[config.mk]
export PLATFORM = sky130hd
export DESIGN_NAME = attr_remap_unit
export DESIGN_NICKNAME = d
export VERILOG_FILES = /design/src/rtl/remap_pkg.sv /design/src/rtl/remap_ctrl.sv /design/src/rtl/remap_datapath.sv /design/src/rtl/attr_remap_unit.sv
export SDC_FILE = /design/constraint.sdc
export NUM_CORES = 1
export LEC_CHECK = 0
export ABC_AREA = 1
export BUFFER_PORTS_ARGS = -buffer_cell sky130_fd_sc_hd__buf_2
export CORE_MARGIN = 1
export CORE_UTILIZATION = 40
export DETAILED_ROUTE_END_ITERATION = 10
export SLEW_MARGIN = 20
export SYNTH_ARGS = -nofsm -noshare
export SYNTH_HDL_FRONTEND = slang
export SYNTH_HIERARCHICAL = 1
export SYNTH_SLANG_ARGS = --single-unit
[constraint.sdc]
create_clock -name clk -period 3.6 [get_ports clk]
set_input_delay 0.18 -clock clk [delete_from_list [all_inputs] [get_ports clk]]
set_output_delay 0.18 -clock clk [all_outputs]
set_load 0.01 [all_outputs]
[src/rtl/remap_pkg.sv]
package remap_pkg;
  localparam int REG_W      = 32;
  localparam int IDX_W      = 3;
  localparam int FIELD_W    = 2;
  localparam int NUM_BANKS  = 2;
  localparam int BANK_W     = $clog2(NUM_BANKS);
  localparam int PRIM_LIVE  = 20;
  localparam int OUTER_BASE = REG_W / 2;
  localparam int SH_NORM_1  = 19;
  localparam int SH_NORM_0  = 18;
  localparam int SH_DEV_1   = 17;
  localparam int SH_DEV_0   = 16;
  localparam logic [REG_W-1:0] PRIM_MASK = REG_W'((64'd1 << PRIM_LIVE) - 64'd1);

  typedef enum logic [FIELD_W-1:0] {
    MT_SO   = 2'b00,
    MT_DEV  = 2'b01,
    MT_NORM = 2'b10,
    MT_RSVD = 2'b11
  } mem_type_e;

  typedef struct packed {
    logic              wrPrim;
    logic              wrNorm;
    logic              rdValid;
    logic              sel;
    logic [BANK_W-1:0] bank;
  } remap_strobe_t;
endpackage

[src/rtl/remap_ctrl.sv]
module remap_ctrl
  import remap_pkg::*;
(
  input  logic          clk,
  input  logic          rstN,
  input  logic          regWrEn,
  input  logic          regRdEn,
  input  logic          regSel,
  input  logic          regSecure,
  input  logic          regPriv,
  input  logic          secWrLock,
  output remap_strobe_t strb,
  output logic          regUndef
);
  logic privWr;
  logic blocked;

  always_comb begin
    privWr       = regWrEn && regPriv;
    blocked      = privWr && regSecure && secWrLock;
    regUndef     = blocked;
    strb.wrPrim  = privWr && !blocked && !regSel;
    strb.wrNorm  = privWr && !blocked && regSel;
    strb.rdValid = regRdEn && regPriv;
    strb.sel     = regSel;
    strb.bank    = BANK_W'(regSecure);
  end

  assert_undef_blocks_R4: assert property (@(posedge clk) disable iff (!rstN)
    regUndef |-> (regSecure && secWrLock && !strb.wrPrim && !strb.wrNorm));

  assert_unpriv_inert_R3: assert property (@(posedge clk) disable iff (!rstN)
    !regPriv |-> (!strb.wrPrim && !strb.wrNorm && !strb.rdValid && !regUndef));
endmodule

[src/rtl/remap_datapath.sv]
module remap_datapath
  import remap_pkg::*;
#(
  parameter logic [REG_W-1:0] PRIM_RESET = 32'h00098AA4,
  parameter logic [REG_W-1:0] NORM_RESET = 32'h44E048E0
) (
  input  logic               clk,
  input  logic               rstN,
  input  remap_strobe_t      strb,
  input  logic [REG_W-1:0]   wrData,
  output logic [REG_W-1:0]   rdData,
  input  logic               lkSecure,
  input  logic               lkRemapEn,
  input  logic [IDX_W-1:0]   lkIdx,
  input  logic               lkShare,
  output logic [FIELD_W-1:0] lkMemType,
  output logic               lkShared,
  output logic [FIELD_W-1:0] lkInner,
  output logic [FIELD_W-1:0] lkOuter
);
  logic [NUM_BANKS-1:0][REG_W-1:0] primReg;
  logic [NUM_BANKS-1:0][REG_W-1:0] normReg;

  for (genvar b = 0; b < NUM_BANKS; b++) begin : g_bank
    always_ff @(posedge clk) begin
      if (!rstN) begin
        primReg[b] <= PRIM_RESET & PRIM_MASK;
        normReg[b] <= NORM_RESET;
      end else begin
        if (strb.wrPrim && (strb.bank == BANK_W'(b))) primReg[b] <= wrData & PRIM_MASK;
        if (strb.wrNorm && (strb.bank == BANK_W'(b))) normReg[b] <= wrData;
      end
    end
  end

  always_comb begin
    if (!strb.rdValid)  rdData = '0;
    else if (strb.sel)  rdData = normReg[strb.bank];
    else                rdData = primReg[strb.bank];
  end

  logic [REG_W-1:0]   primSrc;
  logic [REG_W-1:0]   normSrc;
  logic [FIELD_W-1:0] rawType;
  mem_type_e          finalType;

  always_comb begin
    primSrc   = lkRemapEn ? primReg[BANK_W'(lkSecure)] : (PRIM_RESET & PRIM_MASK);
    normSrc   = lkRemapEn ? normReg[BANK_W'(lkSecure)] : NORM_RESET;
    rawType   = primSrc[{lkIdx, 1'b0} +: FIELD_W];
    finalType = (mem_type_e'(rawType) == MT_RSVD) ? MT_NORM : mem_type_e'(rawType);
    lkMemType = finalType;
    lkInner   = '0;
    lkOuter   = '0;
    unique case (finalType)
      MT_NORM: begin
        lkShared = lkShare ? primSrc[SH_NORM_1] : primSrc[SH_NORM_0];
        lkInner  = normSrc[{lkIdx, 1'b0} +: FIELD_W];
        lkOuter  = normSrc[OUTER_BASE + {lkIdx, 1'b0} +: FIELD_W];
      end
      MT_DEV:  lkShared = lkShare ? primSrc[SH_DEV_1] : primSrc[SH_DEV_0];
      default: lkShared = 1'b1;
    endcase
  end

  assert_upper_zero_R2: assert property (@(posedge clk) disable iff (!rstN)
    (primReg[0][REG_W-1:PRIM_LIVE] == '0) && (primReg[1][REG_W-1:PRIM_LIVE] == '0));

  assert_hold_when_idle_R4: assert property (@(posedge clk) disable iff (!rstN)
    (!strb.wrPrim && !strb.wrNorm) |=> ($stable(primReg) && $stable(normReg)));

  assert_type_legal_R6: assert property (@(posedge clk) disable iff (!rstN)
    lkMemType != MT_RSVD);

  assert_so_shared_R7: assert property (@(posedge clk) disable iff (!rstN)
    (lkMemType == MT_SO) |-> lkShared);

  assert_nonnormal_uncached_R8: assert property (@(posedge clk) disable iff (!rstN)
    (lkMemType != MT_NORM) |-> (lkInner == '0 && lkOuter == '0));

  assert_bypass_index0_R9: assert property (@(posedge clk) disable iff (!rstN)
    (!lkRemapEn && lkIdx == '0) |-> (lkMemType == PRIM_RESET[1:0] || lkMemType == MT_NORM));
endmodule

[src/rtl/attr_remap_unit.sv]
module attr_remap_unit
  import remap_pkg::*;
#(
  parameter logic [31:0] PRIM_RESET = 32'h00098AA4,
  parameter logic [31:0] NORM_RESET = 32'h44E048E0
) (
  input  logic        clk,
  input  logic        rstN,
  input  logic        regWrEn,
  input  logic        regRdEn,
  input  logic        regSel,
  input  logic        regSecure,
  input  logic        regPriv,
  input  logic        secWrLock,
  input  logic [31:0] regWrData,
  output logic [31:0] regRdData,
  output logic        regUndef,
  input  logic        lkSecure,
  input  logic        lkRemapEn,
  input  logic        lkTex0,
  input  logic        lkC,
  input  logic        lkB,
  input  logic        lkShare,
  output logic [1:0]  lkMemType,
  output logic        lkShared,
  output logic [1:0]  lkInner,
  output logic [1:0]  lkOuter
);
  remap_strobe_t strb;

  remap_ctrl u_ctrl (
    .clk       (clk),
    .rstN      (rstN),
    .regWrEn   (regWrEn),
    .regRdEn   (regRdEn),
    .regSel    (regSel),
    .regSecure (regSecure),
    .regPriv   (regPriv),
    .secWrLock (secWrLock),
    .strb      (strb),
    .regUndef  (regUndef)
  );

  remap_datapath #(
    .PRIM_RESET (PRIM_RESET),
    .NORM_RESET (NORM_RESET)
  ) u_dp (
    .clk       (clk),
    .rstN      (rstN),
    .strb      (strb),
    .wrData    (regWrData),
    .rdData    (regRdData),
    .lkSecure  (lkSecure),
    .lkRemapEn (lkRemapEn),
    .lkIdx     ({lkTex0, lkC, lkB}),
    .lkShare   (lkShare),
    .lkMemType (lkMemType),
    .lkShared  (lkShared),
    .lkInner   (lkInner),
    .lkOuter   (lkOuter)
  );

  assert_unpriv_read_zero_R3: assert property (@(posedge clk) disable iff (!rstN)
    (!regPriv || !regRdEn) |-> (regRdData == 32'h0));
endmodule

==> key figures <==
Outcome
  • Status: finished, final reports clean

Logic synthesis
  • Post-synth ARST share: 0%
  • Cell taking the most area after synthesis: dfxtp_1
  • Top_reg_cell synth: dfxtp_1
  • Seq/Total Area, Yosys: 37.59%
  • Top cells by count, synth: nor2_1 (189), nand2_1 (150), o21ai_0 (144), dfxtp_1 (104), a21oi_1 (77)
  • Yosys reg bits: 104
  • Synthesized area per cell: 6.323 sq um
  • Syn Inst Count: 876
  • Unique masters post-synth: 28
  • Most frequent cell after synthesis: nor2_1
  • Syn_nets: 922
  • Synth warn: 6
  • Number of flops mapped to enable cells by yosys: 0
  • Leading cell types by total area after synthesis: dfxtp_1 (38%), o21ai_0 (13%), nor2_1 (13%)
  • Top-area cell type share of the netlist area: 37.59%
  • Cell Area, Synth: 5539 sq um

STA
  • Fin crit share: 65.30%
  • Max-slew violations: 0
  • Setup tns final: 0 ns
  • Final hold violations: 0
  • Fmax: 425.4 MHz
  • Setup violations, final: 0
  • Unrepaired setup endpoints after global routing: false
  • Worst-Margin Slew: 0.8602 ns
  • Clk_skew: 0 ns
  • PnR worst setup slack: 1.249 ns
  • Min Tclk post-route: 2.351 ns
  • Worst rel slew slack: 42.59%

Worst setup path
  • Critical Path Start Type: input port
  • Setup CP Type: input port to output port
  • RR Startpoint: u_dp/normReg[58]$_SDFFE_PN1P_
  • Worst path required time: 3.42 ns
  • Critical Path AT: 2.17 ns
  • Reg-to-reg endpoint: u_dp/normReg[58]$_SDFFE_PN1P_
  • CP Capture Type: output port
  • Flop-to-flop setup slack: 2.95 ns
  • Crit path max fanout: 26
  • R2R depth: 2

Min path
  • Min-Delay Path Depth: 3
  • Worst Min Path Start: regWrData[22]
  • HP Class: input port to flop
  • Hold Path End: u_dp/normReg[54]$_SDFFE_PN1P_

Floorplanning
  • Die Y: 119.7 um
  • Core Region: 13350 sq um
  • Die Span X: 119.7 um
  • IO Pins: 86
  • Die area: 14320 sq um
  • Rows: 42
  • Starting Density: 41.50%

Pwr
  • Sw frac: 26.64%
  • Int Pwr: 0.002024 W
  • Clock power share: 42.5%
  • P_sw: 0.0007349 W
  • Power share of the combinational group: 13.7%
  • Power per cell area: 438.0 nW/um^2
  • Seq pwr share: 43.8%
  • Leak: 2.772 nW
  • Worst vdd ir: 0.2560 mV

Finish
  • N_diodes: 0
  • Layout cell share with drive strength beyond 1: 13.34%
  • Final Util: 47.19%
  • Final #Nets: 963
  • Fill count: 1481
  • Layout area overhead: 13.71%
  • Reg area: 2082 sq um
  • Multi-input gate area: 2944 sq um

Detailed routing
  • Highest metal used: met4
  • ANT nets after route: 0
  • Detailed Routing Iterations Pass 1: 5
  • WL final: 18550 um
  • DR WL/cell: 16.89 um
  • Via density: 5.351
  • Routed wl met2: 8763 um
  • Wl on met1: 8262 um
  • Met3 WL: 1216 um
  • Drt drc: 0
  • Detailed Route Iter0 Violations: 457
  • Total number of vias: 5875

Global route
  • Vias in the first global route: 5428
  • Grt ovf: 0
  • Total global-route track usage: 26.64%
  • Largest net degree at the start of global routing: 69
  • Antenna violations before repair: 0
  • Global-route wire length before repair: 29450 um

Clock tree
  • CTS tree: done
  • Max Root-Sink Buffers: 2
  • Post-CTS Setup Inserts: 0
  • Post-cts repair resize count: 0
  • Hold buffers post-CTS: 0
  • Clk slew on worst S/H paths: 0.07 ns
  • Sinks on Clock Net: 104
  • H-tree depth: 3
  • CTS Buf Count: 9
  • Skew-Pair Late Insertion Delay: 0.36 ns
  • Clk root buf: clkbuf_16

Run
  • MaxCap Viol Count: 0

Placed design
  • GPL Wtd Cong: 0.8467
  • HPWL Detailed: 11540 um
  • # port buffers: 85
  • Worst slack, placed: 1.309 ns
-- metal layers --
metal	up-vias	track usage [%]
met4	0	7.656
met1	2689	34.95
met5	-	0
met2	211	44.22
li1	2952	-
met3	23	5.228
-- power by group through the flow --
stage	clock, W	sequential [W]	combinational (W)
3_3_place_gp	0	0.00123	0.000373
6_report	0.00117	0.00121	0.000379
4_1_cts	0.00118	0.00121	0.000377
2_1_floorplan	0	0.00123	0.000253
3_5_place_dp	0	0.00123	0.000375
5_1_grt	0.00122	0.00121	0.000425
-- layout make-up --
type	instances	area share, %
clock inverter	5	1.629
multi-input combinational	659	46.74
tap	176	3.496
timing repair buffer	96	8.264
sequential	104	33.06
clock buffer	11	4.013
inverter	47	2.801
-- kinds of logic (layout without fill, tap and decap cells) --
group / after synthesis / count (layout) / share of synthesized area [%]
compound gates: 249 / 249 / 23.51
flops: 104 / 104 / 37.59
buf+inv: 113 / 159 / 9.261
simple gates: 410 / 410 / 29.64
-- cell usage in the layout, fill, tap and decap left out, drive strengths merged --
cell        n
nor2      192
a211oi      4
nand4       1
o22ai       3
clkbuf     11
a21oi      77
o21bai      1
clkinv      3
inv        45
bufinv      3
buf        96
dfxtp     104
nand2     153
clkinvlp    1
o211ai     14
nand3      59
nor3        5
o21ai     150
-- sequential cells by signal (all words and copies together), names as in the netlist --
| name | flops |
|---|---|
| u_dp/normReg | 64 |
| u_dp/primReg | 40 |
-- worst max path at each step --
stage	from	to	cells past startpoint
floorplan	regSel	regRdData[11]	7
global placement	regSecure	u_dp/primReg[15]$_SDFFE_PN1P_	7
detailed placement	regSel	regRdData[11]	6
CTS	regSel	regRdData[11]	6
global route	regSel	regRdData[4]	6
finish	regSel	regRdData[11]	6
-- stage by stage --
stage	power (W)	instance area (sq um)	cells	hold slack [ns]
after detailed placement	0.001608	5943	1082	0.4051
after floorplan	0.001479	5539	876	0.2932
after global routing	0.002856	6299	1098	0.05758
after global placement	0.001607	5943	1082	0.3972
final	0.002759	6299	1098	0.03430
after CTS	0.002764	6299	1098	0.03369
-- critical path: stages --
cell      delay [ns]
buf_2           0.47
clkinv_1        0.74
a21oi_1         0.30
o21ai_0         0.11
a21oi_1         0.17
buf_2           0.17
Note: power is estimated with default switching activity, not from simulation.
